--- src/rtl/prog_seq_pkg.sv ---
package prog_seq_pkg;
    typedef enum logic [1:0] {
        OP_ERASE     = 2'b00,
        OP_WRITE     = 2'b01,
        OP_ERASE_ALL = 2'b10,
        OP_WRITE_ALL = 2'b11
    } op_e;

    typedef enum logic [2:0] {
        ST_IDLE,
        ST_LOADED,
        ST_WORD,
        ST_CLEAR_ALL,
        ST_FILL_ALL
    } st_e;
endpackage

--- src/rtl/prog_seq_sync.sv ---
module prog_seq_sync #(
    parameter int STAGES = 2
) (
    input  logic clk,
    input  logic rst_n,
    input  logic async_in,
    output logic level,
    output logic rise,
    output logic fall
);
    logic [STAGES-1:0] chain;
    logic              prev;

    always_ff @(posedge clk or negedge rst_n) begin
        if (!rst_n) begin
            chain <= '0;
            prev  <= 1'b0;
        end else begin
            chain <= {chain[STAGES-2:0], async_in};
            prev  <= chain[STAGES-1];
        end
    end

    assign level = chain[STAGES-1];
    assign rise  = level & ~prev;
    assign fall  = ~level & prev;
endmodule

--- src/rtl/prog_seq_lowtimer.sv ---
module prog_seq_lowtimer #(
    parameter int MIN_LOW = 4
) (
    input  logic clk,
    input  logic rst_n,
    input  logic level,
    output logic long_enough
);
    localparam int CW = $clog2(MIN_LOW + 1);

    logic [CW-1:0] cnt;

    always_ff @(posedge clk or negedge rst_n) begin
        if (!rst_n) begin
            cnt <= '0;
        end else if (level) begin
            cnt <= '0;
        end else if (cnt != CW'(MIN_LOW)) begin
            cnt <= cnt + 1'b1;
        end
    end

    assign long_enough = (cnt == CW'(MIN_LOW));
endmodule

--- src/rtl/prog_seq_status.sv ---
module prog_seq_status (
    input  logic clk,
    input  logic rst_n,
    input  logic cs_rise,
    input  logic cs_fall,
    input  logic low_ok,
    input  logic busy,
    output logic dout,
    output logic dout_oe
);
    always_ff @(posedge clk or negedge rst_n) begin
        if (!rst_n) begin
            dout_oe <= 1'b0;
        end else if (cs_fall) begin
            dout_oe <= 1'b0;
        end else if (cs_rise && busy && low_ok) begin
            dout_oe <= 1'b1;
        end
    end

    assign dout = ~busy;
endmodule

--- src/rtl/prog_seq_fsm.sv ---
module prog_seq_fsm
    import prog_seq_pkg::*;
#(
    parameter int ADDR_W = 8,
    parameter int DATA_W = 16,
    parameter int T_WORD = 40,
    parameter int T_ERAL = 60,
    parameter int T_WRAL = 120
) (
    input  logic              clk,
    input  logic              rst_n,
    input  logic              cmd_valid,
    input  op_e               cmd_op,
    input  logic [ADDR_W-1:0] cmd_addr,
    input  logic [DATA_W-1:0] cmd_data,
    input  logic              permit,
    input  logic              cs_fall,
    output logic              busy,
    output logic              mem_we,
    output logic              mem_we_all,
    output logic [ADDR_W-1:0] mem_addr,
    output logic [DATA_W-1:0] mem_wdata
);
    localparam int T_FILL = T_WRAL - T_ERAL;
    localparam int TW     = $clog2(T_WRAL + 1);

    st_e               state;
    op_e               op_q;
    logic [ADDR_W-1:0] addr_q;
    logic [DATA_W-1:0] data_q;
    logic [TW-1:0]     tmr;
    logic              last;

    always_ff @(posedge clk or negedge rst_n) begin
        if (!rst_n) begin
            state  <= ST_IDLE;
            op_q   <= OP_ERASE;
            addr_q <= '0;
            data_q <= '0;
            tmr    <= '0;
        end else begin
            unique case (state)
                ST_IDLE, ST_LOADED: begin
                    if (cmd_valid) begin
                        if (permit) begin
                            state  <= ST_LOADED;
                            op_q   <= cmd_op;
                            addr_q <= cmd_addr;
                            data_q <= cmd_data;
                        end else begin
                            state  <= ST_IDLE;
                        end
                    end else if (state == ST_LOADED && cs_fall) begin
                        unique case (op_q)
                            OP_ERASE, OP_WRITE: begin
                                state <= ST_WORD;
                                tmr   <= TW'(T_WORD - 1);
                            end
                            OP_ERASE_ALL, OP_WRITE_ALL: begin
                                state <= ST_CLEAR_ALL;
                                tmr   <= TW'(T_ERAL - 1);
                            end
                        endcase
                    end
                end
                ST_WORD: begin
                    if (last) state <= ST_IDLE;
                    else      tmr   <= tmr - 1'b1;
                end
                ST_CLEAR_ALL: begin
                    if (last) begin
                        if (op_q == OP_WRITE_ALL) begin
                            state <= ST_FILL_ALL;
                            tmr   <= TW'(T_FILL - 1);
                        end else begin
                            state <= ST_IDLE;
                        end
                    end else begin
                        tmr <= tmr - 1'b1;
                    end
                end
                ST_FILL_ALL: begin
                    if (last) state <= ST_IDLE;
                    else      tmr   <= tmr - 1'b1;
                end
                default: state <= ST_IDLE;
            endcase
        end
    end

    always_comb begin
        last       = (tmr == '0);
        busy       = (state == ST_WORD) || (state == ST_CLEAR_ALL) || (state == ST_FILL_ALL);
        mem_we     = (state == ST_WORD) && last;
        mem_we_all = ((state == ST_CLEAR_ALL) || (state == ST_FILL_ALL)) && last;
        mem_addr   = addr_q;
        if ((state == ST_WORD && op_q == OP_WRITE) || state == ST_FILL_ALL)
            mem_wdata = data_q;
        else
            mem_wdata = '1;
    end
endmodule

--- src/rtl/prog_seq.sv ---
module prog_seq
    import prog_seq_pkg::*;
#(
    parameter int ADDR_W       = 8,
    parameter int DATA_W       = 16,
    parameter int SYNC_STAGES  = 2,
    parameter int MIN_LOW_CLKS = 4,
    parameter int T_WORD_CLKS  = 40,
    parameter int T_ERAL_CLKS  = 60,
    parameter int T_WRAL_CLKS  = 120
) (
    input  logic              clk,
    input  logic              rst_n,
    input  logic              cs,
    input  logic              cmd_valid,
    input  logic [1:0]        cmd_op,
    input  logic [ADDR_W-1:0] cmd_addr,
    input  logic [DATA_W-1:0] cmd_data,
    input  logic              permit,
    output logic              busy,
    output logic              mem_we,
    output logic              mem_we_all,
    output logic [ADDR_W-1:0] mem_addr,
    output logic [DATA_W-1:0] mem_wdata,
    output logic              dout,
    output logic              dout_oe
);
    logic cs_level;
    logic cs_rise;
    logic cs_fall;
    logic low_ok;

    prog_seq_sync #(.STAGES(SYNC_STAGES)) u_sync (
        .clk      (clk),
        .rst_n    (rst_n),
        .async_in (cs),
        .level    (cs_level),
        .rise     (cs_rise),
        .fall     (cs_fall)
    );

    prog_seq_lowtimer #(.MIN_LOW(MIN_LOW_CLKS)) u_low (
        .clk         (clk),
        .rst_n       (rst_n),
        .level       (cs_level),
        .long_enough (low_ok)
    );

    prog_seq_fsm #(
        .ADDR_W (ADDR_W),
        .DATA_W (DATA_W),
        .T_WORD (T_WORD_CLKS),
        .T_ERAL (T_ERAL_CLKS),
        .T_WRAL (T_WRAL_CLKS)
    ) u_fsm (
        .clk        (clk),
        .rst_n      (rst_n),
        .cmd_valid  (cmd_valid),
        .cmd_op     (op_e'(cmd_op)),
        .cmd_addr   (cmd_addr),
        .cmd_data   (cmd_data),
        .permit     (permit),
        .cs_fall    (cs_fall),
        .busy       (busy),
        .mem_we     (mem_we),
        .mem_we_all (mem_we_all),
        .mem_addr   (mem_addr),
        .mem_wdata  (mem_wdata)
    );

    prog_seq_status u_stat (
        .clk     (clk),
        .rst_n   (rst_n),
        .cs_rise (cs_rise),
        .cs_fall (cs_fall),
        .low_ok  (low_ok),
        .busy    (busy),
        .dout    (dout),
        .dout_oe (dout_oe)
    );
endmodule

--- config.mk ---
export PLATFORM = sky130hd
export DESIGN_NAME = prog_seq
export DESIGN_NICKNAME = d
export VERILOG_FILES = /design/src/rtl/prog_seq_pkg.sv /design/src/rtl/prog_seq_sync.sv /design/src/rtl/prog_seq_lowtimer.sv /design/src/rtl/prog_seq_status.sv /design/src/rtl/prog_seq_fsm.sv /design/src/rtl/prog_seq.sv
export SDC_FILE = /design/constraint.sdc
export NUM_CORES = 1
export LEC_CHECK = 0
export BUFFER_PORTS_ARGS = -buffer_cell sky130_fd_sc_hd__buf_2
export CAP_MARGIN = 20
export CORE_MARGIN = 2
export CORE_UTILIZATION = 56
export DETAILED_ROUTE_END_ITERATION = 7
export PLACE_DENSITY = 0.95
export SETUP_SLACK_MARGIN = 0.15
export SYNTH_ARGS = -nofsm -noshare
export SYNTH_HDL_FRONTEND = slang
export SYNTH_HIERARCHICAL = 1
export SYNTH_SLANG_ARGS = --single-unit
--- constraint.sdc ---
create_clock -name clk -period 5.2 [get_ports clk]
set_input_delay 1.56 -clock clk [delete_from_list [all_inputs] [get_ports clk]]
set_output_delay 1.56 -clock clk [all_outputs]
set_load 0.01 [all_outputs]
* Yosys cells after proc, flatten, opt, wreduce, memory -nomap -nowiden *
Index checks and enable logic that the tools add are counted.

operators by class
  bitwise gates (word level) = 5
  reduce and logical (&&, ||, !) cells = 23
  mux-type cells = 20
  add/sub/neg operators = 2
  equality and inequality tests = 16

operators by type and width
  operator             count
  $mux 7               5
  $mux 3               7
  $pmux 7 s3           1
  $mux 16              1
  $pmux 7 s2           1
  $pmux 3 s3           1
  $reduce_or 2->1      4
  $logic_not 7->1      1
  $sub 7x1->7 const B  1
  $eq 3x2->1 const B   2
  $eq 3x3->1 const B   2
  $logic_and 1x1->1    6
  $ne 2x1->1 const B   3
  $ne 3x3->1 const B   2
  $pmux 3 s2           1
  $reduce_and 3->1     2
  $reduce_and 5->1     1
  $eq 2x2->1 const B   2
  $logic_or 1x1->1     4
  $ne 2x2->1 const B   2
  $reduce_bool 2->1    2
  $add 3x1->3 const B  1
  $eq 3x1->1 const B   1
  $logic_not 3->1      1
  other kinds (7)      12

storage, ports and cells
  input bits = 31
  flip-flop bits (word level) = 43
  word-level logic and storage cells = 75

* Logic depth before layout (Yosys ltp) *
  depth in word-level cells = 7
  mapped depth = 7
  gate-level depth less buffers = 6

* By module *
Netlist, hierarchy kept.

modules (own cells, without submodules)
  module             sequential area each (µm²)  area each (µm²)  cells an instance  times used
  prog_seq_fsm       900.9                       1830.5           161                1
  prog_seq_lowtimer  75.1                        176.4            17                 1
  prog_seq_sync      75.1                        90.1             5                  1
  prog_seq_status    25.0                        38.8             4                  1

* Worst setup path before layout *
No wires, ideal clock.

  kind = register to output
  start = register u_fsm.tmr[0]
  end = output mem_we
  arrival time = 1786 ps
  slack = 1854 ps
  required time = 3640 ps
  cell stages (with the launch flop) = 7
  buffers on the path = 1
  cell sequence = dfrtp_1 inv_1 ha_1 or4b_4 or3_1 buf_6 nor3_1

on the way
  cells in the longest elaborated chain, start to end = 2

RTL lines
  item                      RTL line            source
  start: declaration        prog_seq_fsm.sv:31  logic [TW-1:0] tmr;
  start signal: assignment  prog_seq_fsm.sv:57  tmr <= TW'(T_WORD - 1);
  start signal: assignment  prog_seq_fsm.sv:61  tmr <= TW'(T_ERAL - 1);
  start signal: assignment  prog_seq_fsm.sv:68  else tmr <= tmr - 1'b1;
  $logic_not 7->1           prog_seq_fsm.sv:92  last = (tmr == '0);
  $logic_and 1x1->1         prog_seq_fsm.sv:94  mem_we = (state == ST_WORD) && last;
  end: declaration          prog_seq.sv:21      output logic mem_we,

Every way passes these cells.

* Final worst setup path *
Same ends and word-level chain as after synthesis.

==> impl_metrics.toml <==
[sta]
setup_tns_ns = 0
finalCritPeriodShare_pct = 72.6
rsz0062_at_grt = "no"
max_slew_margin_pct = 38.2
hold_viol = 0
maxSlewViolCount = 0
final.setup_skew_ns = 0.0113
period_needed_ns = 3.77
fmax_ghz = 0.265
setup_viol = 0
max_slew.worst_pin.slew_ns = 0.927

[setup_path]
critical_path_class = "reg -> out"
path_max_fanout = 8
crit_required_ns = 3.64
critical_path.top_delay_family = "simple AND/OR/NAND/NOR gates"
worst-path-buf-inv = 2
worstPathArrival_ns = 2.21
end_kind = "primary output"
slowest_stage = "or4b_4"
cp-start-kind = "flop"
cp_cell_sequence = "inv_1 -> ha_1 -> or4b_4 -> or3_1 -> nor3_1 -> buf_2"
critPathMaxStageDelay_ns = 0.47

[floorplanning]
dieArea_um2 = 4320
std_cell_rows = 22
io_pins = 60
die_w_um = 65.8
design.core.area_um2 = 3660
start_util_pct = 58.3
dieHeight_um = 65.8

[detailed_routing]
first_iter_violations = 134
routed_wl_um = 4580
firstDrtPassIters = 4
via_per_inst = 5.54
ant_nets = 0
drc_errors = 0
vias = 1628
wl_per_cell_um = 15.6

[placement]
gp_congestion = 0.866
dp_hpwl_um = 3270
port-buffer-count = 59
place_inst = 285

[clock_tree]
clkLatencyLatePin_ns = 0.30
clock_tree.buffer_depth = 2
cts_buffers = 5
cts_resized = 0
cts_root_buf = "clkbuf_8"
cts_max_level = 2
cts_sinks = 43
cts_hold_buf = 0
clkTransAtPathRegs_ns = 0.09
cts_tree = "built"
postCtsSetupBuffers = 0

[power_and_ir_drop]
power_w = 0.00138
p_per_area_nw_per_um2 = 538
leakage_nw = 1.16
ir_worst_vdd_mv = 0.407

[synth]
synthTopCellsByCount = "43 x dfrtp_1, 25 x mux2_2, 18 x nand2b_1"
synth_top_area_cell = "dfrtp_1"
synthFlopType = "dfrtp_1"
synth_top_area_share_pct = 50.4
synth_seq_area_share_pct = 50.4
async_flop_share_pct = 100
synthCells = 187
netlist_area_um2 = 2140
synth_edf_count = 0
synth.most_common_cell = "dfrtp_1"
synth_nets = 222
yosys_warnings = 6
synth_area_leaders = "dfrtp_1 50%, mux2_2 13%, nand2b_1 5.3%"
synth-seq-cells = 43
synth_area_per_cell_um2 = 11.4
synth.distinct_cells = 41

[min_path]
hold_path.class = "reg -> reg"

[final_layout]
antenna_cells = 0
utilization_pct = 70.3
layout-drive-gt1-share_pct = 43.1
area.growth.synth_to_final_pct = 20.4
final_cells = 294
finalNetCount = 280

[global_route]
grt_usage_pct = 23.4
grt_max_degree = 44
antenna_found_initial = 0
grt_pass1_vias = 1685
grt_overflow = 0
grt_pass1_wl_um = 7510

[flow_run]
max_cap_violations = 0

[run_status]
outcome = "finished clean"
==> logic make-up (layout without fill, tap and decap cells) <==
| group | Yosys count | count (layout) | share of synthesized area, % |
|---|---|---|---|
| AO/OA/AOI/OAI | 26 | 26 | 10.0 |
| flip-flops | 43 | 43 | 50.4 |
| buffers and inverters | 20 | 79 | 3.87 |
| adder cells (fa/ha/maj) | 4 | 4 | 2.34 |
| AND/OR/NAND/NOR | 66 | 66 | 18.8 |
| multiplexers | 28 | 28 | 14.6 |
==> worst register-to-register path, cell delays in order, from the launching register on <==
cell	delay, ns
dfrtp_1	0.40
inv_1	0.13
ha_1	0.15
or4b_4	0.47
or3_1	0.46
o21a_4	0.30
a221o_1	0.33
==> flip-flops by register name, indices dropped and copies added, names as in the netlist <==
name	flops
u_fsm/tmr	7
u_stat/dout_oe	1
u_fsm/mem_addr	8
u_fsm/state	3
u_low/cnt	3
u_fsm/data_q	16
u_fsm/op_q	2
u_sync/chain	2
u_sync/prev	1
==> worst paths after layout <==
| kind | from | end | slack [ns] | cells after the start |
|---|---|---|---|---|
| max | u_fsm/tmr[0]$_DFFE_PN0P_ | mem_we | 1.43 | 6 |
| min | u_sync/chain[0]$_DFF_PN0_ | u_sync/chain[1]$_DFF_PN0_ | 0.35 | 0 |
| max reg2reg | u_fsm/tmr[0]$_DFFE_PN0P_ | u_fsm/tmr[2]$_DFFE_PN0P_ | 2.84 | 6 |
| min reg2reg | u_sync/chain[0]$_DFF_PN0_ | u_sync/chain[1]$_DFF_PN0_ | 0.35 | 0 |
| max in group asynchronous | rst_n | u_stat/dout_oe$_DFFE_PN0P_ | 3.22 | 1 |
| min in group asynchronous | rst_n | u_fsm/state[2]$_DFFE_PN0P_ | 1.39 | 1 |
==> cell type report <==
type	instances	area [um2]
timing repair buffer	61	330
sequential	43	1080
clock inverter	2	12.5
multi-input combinational	124	983
fill	246	1090
inverter	10	37.5
clock buffer	6	72.6
tap	48	60.1
==> metal layers <==
metal  vias to the layer above  share of wire, %  global-route usage [%]
li1                        770                 -                       -
met1                       783                38                    26.4
met2                        65                50                    38.0
met3                        10               8.8                    8.90
met4                         0               3.1                    12.8
met5                         -                 0                       0
==> power by group <==
part / switching [W] / internal [W]
Clock: 0.000114 / 0.0000939
Combinational: 0.000290 / 0.000296
Sequential: 0.000116 / 0.000474
==> metrics by stage <==
stage	setup WS, ns	area (um2)	hold WS [ns]
global route	1.33	2570	0.358
finish	1.43	2570	0.352
global placement	1.82	2460	0.332
detailed placement	1.78	2460	0.336
floorplan	1.85	2140	0.331
CTS	1.44	2540	0.354
==> placed cells by master, fill, tap and decap left out, types with 4 or more instances in the layout <==
| master | count |
|---|---|
| inv_1 | 10 |
| ha_1 | 4 |
| nor3_1 | 4 |
| clkbuf_8 | 5 |
| a21oi_1 | 5 |
| dfrtp_1 | 43 |
| nand2b_1 | 18 |
| o31ai_1 | 4 |
| mux2_2 | 25 |
| nand3_1 | 5 |
| nor2_1 | 14 |
| nand2_1 | 5 |
| buf_2 | 59 |
Power figures use the tool's default switching activity.
